[config.mk]
export PLATFORM = sky130hd
export DESIGN_NAME = fixed_huff_litlen_dec
export DESIGN_NICKNAME = d
export VERILOG_FILES = /design/src/rtl/fhd_pkg.sv /design/src/rtl/fhd_prefix_table.sv /design/src/rtl/fhd_bit_accum.sv /design/src/rtl/fhd_sym_reg.sv /design/src/rtl/fixed_huff_litlen_dec.sv
export SDC_FILE = /design/constraint.sdc
export NUM_CORES = 1
export LEC_CHECK = 0
export ABC_AREA = 1
export BUFFER_PORTS_ARGS = -buffer_cell sky130_fd_sc_hd__buf_2
export CORE_MARGIN = 2
export CORE_UTILIZATION = 50
export CTS_CLUSTER_SIZE = 40
export DETAILED_ROUTE_END_ITERATION = 10
export PLACE_DENSITY_LB_ADDON = 0.05
export RECOVER_POWER = 100
export SYNTH_ARGS = -nofsm -noshare
export SYNTH_HDL_FRONTEND = slang
export SYNTH_HIERARCHICAL = 1
export SYNTH_SLANG_ARGS = --single-unit
[constraint.sdc]
create_clock -name clk_i -period 6.4 [get_ports clk_i]
set_clock_uncertainty 0.05 [all_clocks]
set_input_delay 1.92 -clock clk_i [delete_from_list [all_inputs] [get_ports clk_i]]
set_output_delay 1.92 -clock clk_i [all_outputs]
set_load 0.03 [all_outputs]
[src/rtl/fhd_pkg.sv]
package fhd_pkg;
  localparam int SYM_W     = 9;
  localparam int MAX_LEN   = 9;
  localparam int PFX_W     = 5;
  localparam int LEN_W     = $clog2(MAX_LEN + 1);
  localparam int OFF_W     = SYM_W + 1;
  localparam int ERR_FIRST = 286;

  typedef logic [LEN_W-1:0]        len_t;
  typedef logic signed [OFF_W-1:0] off_t;

  typedef struct packed {
    len_t len;
    off_t off;
  } cls_t;

  // prefix class: code length and additive offset
  function automatic cls_t classify(int unsigned pfx);
    cls_t c;
    if (pfx <= 5) begin
      c.len = len_t'(7); c.off = off_t'(256);
    end else if (pfx <= 23) begin
      c.len = len_t'(8); c.off = -off_t'(48);
    end else if (pfx == 24) begin
      c.len = len_t'(8); c.off = off_t'(88);
    end else begin
      c.len = len_t'(9); c.off = -off_t'(256);
    end
    return c;
  endfunction
endpackage

[src/rtl/fhd_prefix_table.sv]
module fhd_prefix_table
  import fhd_pkg::*;
#(
  parameter int P_W = PFX_W
) (
  input  logic [P_W-1:0] pfx_i,
  output cls_t           cls_o
);
  localparam int N = 1 << P_W;

  cls_t tab [N];

  for (genvar g = 0; g < N; g++) begin : g_ent
    assign tab[g] = classify(g);
  end

  assign cls_o = tab[pfx_i];
endmodule

[src/rtl/fhd_bit_accum.sv]
module fhd_bit_accum
  import fhd_pkg::*;
#(
  parameter int L_W = MAX_LEN,
  parameter int P_W = PFX_W
) (
  input  logic           clk_i,
  input  logic           rst_ni,
  input  logic           bit_i,
  input  logic           take_i,
  output logic           done_o,
  output logic [L_W-1:0] code_o,
  output off_t           off_o
);
  localparam int CNT_W = $clog2(L_W + 1);

  logic [L_W-1:0]   acc_q, acc_nx;
  logic [CNT_W-1:0] cnt_q, cnt_nx;
  cls_t             cls_q, cls_tab;
  logic             at_pfx;

  assign acc_nx = {acc_q[L_W-2:0], bit_i};
  assign cnt_nx = cnt_q + CNT_W'(1);
  assign at_pfx = (cnt_q == CNT_W'(P_W - 1));

  fhd_prefix_table #(.P_W(P_W)) u_tab (
    .pfx_i (acc_nx[P_W-1:0]),
    .cls_o (cls_tab)
  );

  // class is latched once the prefix is complete; shortest code exceeds prefix
  assign done_o = take_i && (cnt_q >= CNT_W'(P_W)) && (cnt_nx == CNT_W'(cls_q.len));
  assign code_o = acc_nx;
  assign off_o  = cls_q.off;

  always_ff @(posedge clk_i or negedge rst_ni) begin
    if (!rst_ni) begin
      acc_q <= '0;
      cnt_q <= '0;
      cls_q <= '0;
    end else if (take_i) begin
      if (done_o) begin
        acc_q <= '0;
        cnt_q <= '0;
      end else begin
        acc_q <= acc_nx;
        cnt_q <= cnt_nx;
      end
      if (at_pfx) cls_q <= cls_tab;
    end
  end
endmodule

[src/rtl/fhd_sym_reg.sv]
module fhd_sym_reg
  import fhd_pkg::*;
#(
  parameter int L_W = MAX_LEN,
  parameter int S_W = SYM_W
) (
  input  logic           clk_i,
  input  logic           rst_ni,
  input  logic           load_i,
  input  logic [L_W-1:0] code_i,
  input  off_t           off_i,
  input  logic           out_ready_i,
  output logic [S_W-1:0] sym_o,
  output logic           err_o,
  output logic           valid_o
);
  off_t           sum;
  logic [S_W-1:0] sym_nx;

  assign sum    = off_t'($signed({1'b0, code_i})) + off_i;
  assign sym_nx = sum[S_W-1:0];

  always_ff @(posedge clk_i or negedge rst_ni) begin
    if (!rst_ni) begin
      valid_o <= 1'b0;
      sym_o   <= '0;
      err_o   <= 1'b0;
    end else if (load_i) begin
      valid_o <= 1'b1;
      sym_o   <= sym_nx;
      err_o   <= (sym_nx >= S_W'(ERR_FIRST));
    end else if (out_ready_i) begin
      valid_o <= 1'b0;
    end
  end
endmodule

[src/rtl/fixed_huff_litlen_dec.sv]
module fixed_huff_litlen_dec
  import fhd_pkg::*;
#(
  parameter int L_W = MAX_LEN,
  parameter int P_W = PFX_W,
  parameter int S_W = SYM_W
) (
  input  logic           clk_i,
  input  logic           rst_ni,
  input  logic           bit_i,
  input  logic           bit_valid_i,
  output logic           bit_ready_o,
  output logic [S_W-1:0] sym_o,
  output logic           sym_err_o,
  output logic           sym_valid_o,
  input  logic           sym_ready_i
);
  logic           take, done;
  logic [L_W-1:0] code;
  off_t           off;

  assign bit_ready_o = !sym_valid_o || sym_ready_i;
  assign take        = bit_valid_i && bit_ready_o;

  fhd_bit_accum #(.L_W(L_W), .P_W(P_W)) u_acc (
    .clk_i  (clk_i),
    .rst_ni (rst_ni),
    .bit_i  (bit_i),
    .take_i (take),
    .done_o (done),
    .code_o (code),
    .off_o  (off)
  );

  fhd_sym_reg #(.L_W(L_W), .S_W(S_W)) u_out (
    .clk_i       (clk_i),
    .rst_ni      (rst_ni),
    .load_i      (done),
    .code_i      (code),
    .off_i       (off),
    .out_ready_i (sym_ready_i),
    .sym_o       (sym_o),
    .err_o       (sym_err_o),
    .valid_o     (sym_valid_o)
  );
endmodule

### Word-level counts from Yosys, hierarchy flattened

Memory sizes are Yosys's and may differ from the RTL's. A register that Yosys moved wholly into a read port is not among the register bits.
Index checks and enable logic that the tools add are counted.

| storage, ports and cells | value |
|---|---|
| input port bits | 5 |
| RAM bits | 0 |
| register bits after elaboration | 23 |
| output and inout bits | 12 |
| memories kept | 1 |
| bits in latches | 0 |
| bits in read-only memories | 448 |

Memories:

| memory | depth | width | rd ports | clocked after Yosys merged registers in | write ports | line | RTL |
|---|---|---|---|---|---|---|---|
| (no name shown) | 32 | 14 | 1 | 1 | 0 | fhd_prefix_table.sv:17 | `assign cls_o = tab[pfx_i];` |

| cells by class | value |
|---|---|
| multiplexer cells | 4 |
| $add $sub $neg | 2 |
| multipliers | 0 |
| eq/ne operators | 2 |
| shift-type cells | 0 |
| order comparisons | 2 |
| divide/modulo/power cells | 0 |
| reductions and logical operators | 8 |
| bitwise operators | 1 |

Operators with widths:

| operator | number |
|---|---|
| adder 9 bit | 1 |
| greater-or-equal comparator 9 bit (second input constant) | 1 |
| two-way mux 8 bit | 1 |
| NOT 5 -> 6 bit | 1 |
| adder 4 x 1 -> 4 bit (second input constant) | 1 |
| == test 4 x 3 -> 1 bit (second input constant) | 1 |
| == test 4 bit | 1 |
| greater-or-equal comparator 4 x 3 -> 1 bit (second input constant) | 1 |
| two-way mux 4 bit | 1 |
| logical AND 1 bit | 3 |
| zero test 1 bit | 2 |
| two-way mux 1 bit | 2 |
| AND reduction 2 bit | 1 |
| nonzero test 2 bit | 1 |
| logical OR 1 bit | 1 |

### Depth between registers and ports, before layout

| depth | value |
|---|---|
| depth after elaboration | 6 |
| mapped depth | 16 |

### Cells and area by module

The synthesis kept the hierarchy.

Modules (own cells, without submodules):

| module | instances | cells each | area an instance (um2) |
|---|---|---|---|
| fhd_bit_accum | 1 | 155 | 1,333.8 |
| fhd_sym_reg | 1 | 124 | 869.6 |
| fhd_prefix_table | 1 | 30 | 160.2 |
| fixed_huff_litlen_dec | 1 | 4 | 20.0 |

### Worst setup path after synthesis

Ideal clock, no wire load.

| path | value |
|---|---|
| path type | input-to-output |
| from | in sym_ready_i |
| to | out bit_ready_o |
| arrival | 2.170 ns |
| path buffers | 0 |
| setup slack | 2.260 ns |
| stages on the path | 2 |
| cells stage by stage | inv_1 > nand2_1 |

| on the way | value |
|---|---|
| longest elaborated chain between the ends | 1 |

Ends and longest elaborated chain:

| item | line | RTL |
|---|---|---|
| from (decl) | fixed_huff_litlen_dec.sv:16 | `input logic sym_ready_i` |
| logical OR 1 bit | fixed_huff_litlen_dec.sv:22 | `assign bit_ready_o = !sym_valid_o \|\| sym_ready_i;` |
| to (decl) | fixed_huff_litlen_dec.sv:12 | `output logic bit_ready_o,` |

No other way between the ends.

### Worst setup path after layout

Same ends and word-level chain as after synthesis.

==> impl_metrics.py <==
metrics = {
    "critical_path": {
        "crit_required_ns": 4.43,
        "worstPathMaxFanout": 2,
        "end_kind": "output port",
        "critPathLaunchType": "input port",
        "crit_arrival_ns": 2.40,
        "critPathKind": "input port to output port",
    },
    "detailed_routing": {
        "route.detailed.drc": 0,
        "first_iter_violations": 58,
        "avgViaCountPerCell": 4.75,
        "ant_nets": 0,
        "drtPass1Iterations": 4,
        "avgRoutedWirePerCell_um": 11.3,
        "wl_um": 4110,
        "vias": 1733,
    },
    "outcome": {
        "status": "finished, violations left",
        "failed_checks": "max-capacitance violations, max-slew violations",
    },
    "layout": {
        "n_antenna_cell": 0,
        "fill_cells": 456,
        "fin_nets": 329,
        "regArea_um2": 901,
        "drive_gt1_frac": 0.118,
        "final_area_um2": 2410,
        "syn_to_final_growth_pct": 3.22,
        "multiInputGateArea_um2": 1090,
        "fin_util": 0.545,
    },
    "power": {
        "pwr-share-clk": 0.174,
        "p_int_w": 0.000636,
        "sw_frac_of_total": 0.440,
        "p_leak_nw": 1.38,
        "p_per_area_nw_per_um2": 472,
        "p_sw_w": 0.000500,
        "vdd_drop_max_mv": 0.189,
        "p_seq_frac": 0.345,
        "comb_power_share": 0.481,
    },
    "timing": {
        "holdWs_ns": 0.423,
        "tns_ns": 0,
        "worst_pin_slew_ns": 1.92,
        "fmax_ghz": 0.229,
        "setup_viol": 0,
        "slew_violations": 37,
        "min_period_ns": 4.37,
        "finalCritPeriodShare": 0.683,
        "hold_viol_final": 0,
        "setup_ws_ns": 2.03,
        "rsz0062_at_grt": "no",
        "relSlewSlack": -0.279,
    },
    "clocking": {
        "cts_setup_buffers": 0,
        "cts_sinks": 36,
        "cts_max_path_buffers": 2,
        "clkLatencyLatePin_ns": 0.28,
        "ctsResizeCount": 0,
        "cts_root_buf": "clkbuf_8",
        "clkTransAtPathRegs_ns": 0.07,
        "cts_made_buffers": 5,
        "cts_hold_buf": 0,
        "cts_tree": "done",
        "cts_max_level": 2,
    },
    "grt": {
        "grt.total_usage": 0.186,
        "antenna_found_initial": 0,
        "grt_pass1_vias": 1646,
        "grt_max_degree": 37,
        "grt_pass1_wl_um": 7490,
        "overflow": 0,
    },
    "yosys": {
        "netlist_area_um2": 2330,
        "syn_area_per_cell_um2": 7.57,
        "yosys_warnings": 6,
        "postSynthCellCount": 308,
    },
    "place": {
        "hpwlAfterDp_um": 3010,
        "placed_cell_area_um2": 2330,
        "post-place-ws_ns": 2.11,
        "gp_congestion": 0.781,
        "io_buffers": 16,
    },
    "floorplanning": {
        "die_w_um": 72.3,
        "die-height_um": 72.3,
        "num_io_pins": 17,
        "die_area_um2": 5230,
        "core-area_um2": 4410,
        "start_util": 0.528,
        "rows": 24,
    },
    "flow_run": {
        "cap_violations": 1,
    },
    "worst_hold_path": {
        "hold_class": "flip-flop to flip-flop",
    },
}
## metrics by stage
stage | instances | total power [W]
detailed placement | 357 | 0.000965
global placement | 357 | 0.000957
CTS | 365 | 0.00117
global route | 365 | 0.00127
finish | 365 | 0.00114
floorplan | 311 | 0.000886
## state kept, by name, summed over array words and instances (netlist names)
signal,flops
u_out/sym_o,9
u_out/err_o,1
u_acc/acc_q,8
u_acc/cnt_q,4
u_out/valid_o,1
u_acc/off_o,9
u_acc/cls_q,4
## per-layer routing
metal	track usage	vias up	routed length, µm
li1	-	932	-
met1	0.260	769	2160
met2	0.285	27	1740
met3	0.0431	5	157
met4	0.0629	0	50
met5	0	-	0
## area by class of cell
| class | count | area share |
|---|---|---|
| repair buffers | 16 | 0.0265 |
| clock inverters | 3 | 0.0177 |
| flip-flops and latches | 36 | 0.374 |
| inverters | 47 | 0.0733 |
| well taps | 52 | 0.0270 |
| clock buffers | 5 | 0.0286 |
| multi-input cells | 206 | 0.453 |
## power by group through the flow
stage / Combinational [W] / Sequential [W] / Clock, W
floorplan: 0.000452 / 0.000434 / 0
global route: 0.000644 / 0.000406 / 0.000217
finish: 0.000546 / 0.000392 / 0.000198
detailed placement: 0.000567 / 0.000398 / 0
CTS: 0.000568 / 0.000394 / 0.000207
global placement: 0.000560 / 0.000397 / 0
## path summary, 6_finish.rpt
check	cells past startpoint	start	end	slack (ns)
setup / recovery	4	sym_ready_i	bit_ready_o	2.03
hold / removal	2	u_out/sym_o[0]$_DFFE_PN0P_	u_out/sym_o[0]$_DFFE_PN0P_	0.42
setup reg to reg	10	u_out/valid_o$_DFFE_PN0P_	u_out/sym_o[1]$_DFFE_PN0P_	3.58
hold reg to reg	2	u_out/sym_o[0]$_DFFE_PN0P_	u_out/sym_o[0]$_DFFE_PN0P_	0.42
max in group asynchronous	1	rst_ni	u_out/sym_o[4]$_DFFE_PN0P_	3.09
min in group asynchronous	1	rst_ni	u_acc/cnt_q[3]$_DFFE_PN0P_	2.11
## critical path, stage by stage
cell	delay, ns
buf_2	0.08
inv_1	0.05
nand2_1	0.05
clkbuf_1	0.30
## cell usage in the layout (no fill, tap or decap)
master,instances
clkinv_2,1
or2_1,2
conb_1,4
dfrtp_1,36
fa_1,1
nand3_2,3
nand3_4,1
a31oi_1,3
nand4_1,2
bufinv_16,1
clkinv_1,1
o21ai_0,5
clkbuf_8,5
ha_1,11
clkinvlp_4,1
nor2_2,3
a21oi_1,7
inv_1,46
nand2_1,107
buf_2,3
nand3b_1,1
nor2_1,22
nand2_2,7
nand3_1,13
o21a_1,1
mux2_2,10
clkbuf_1,13
xnor2_1,1
a21oi_2,2
Note: power is estimated with default switching activity, not from simulation.
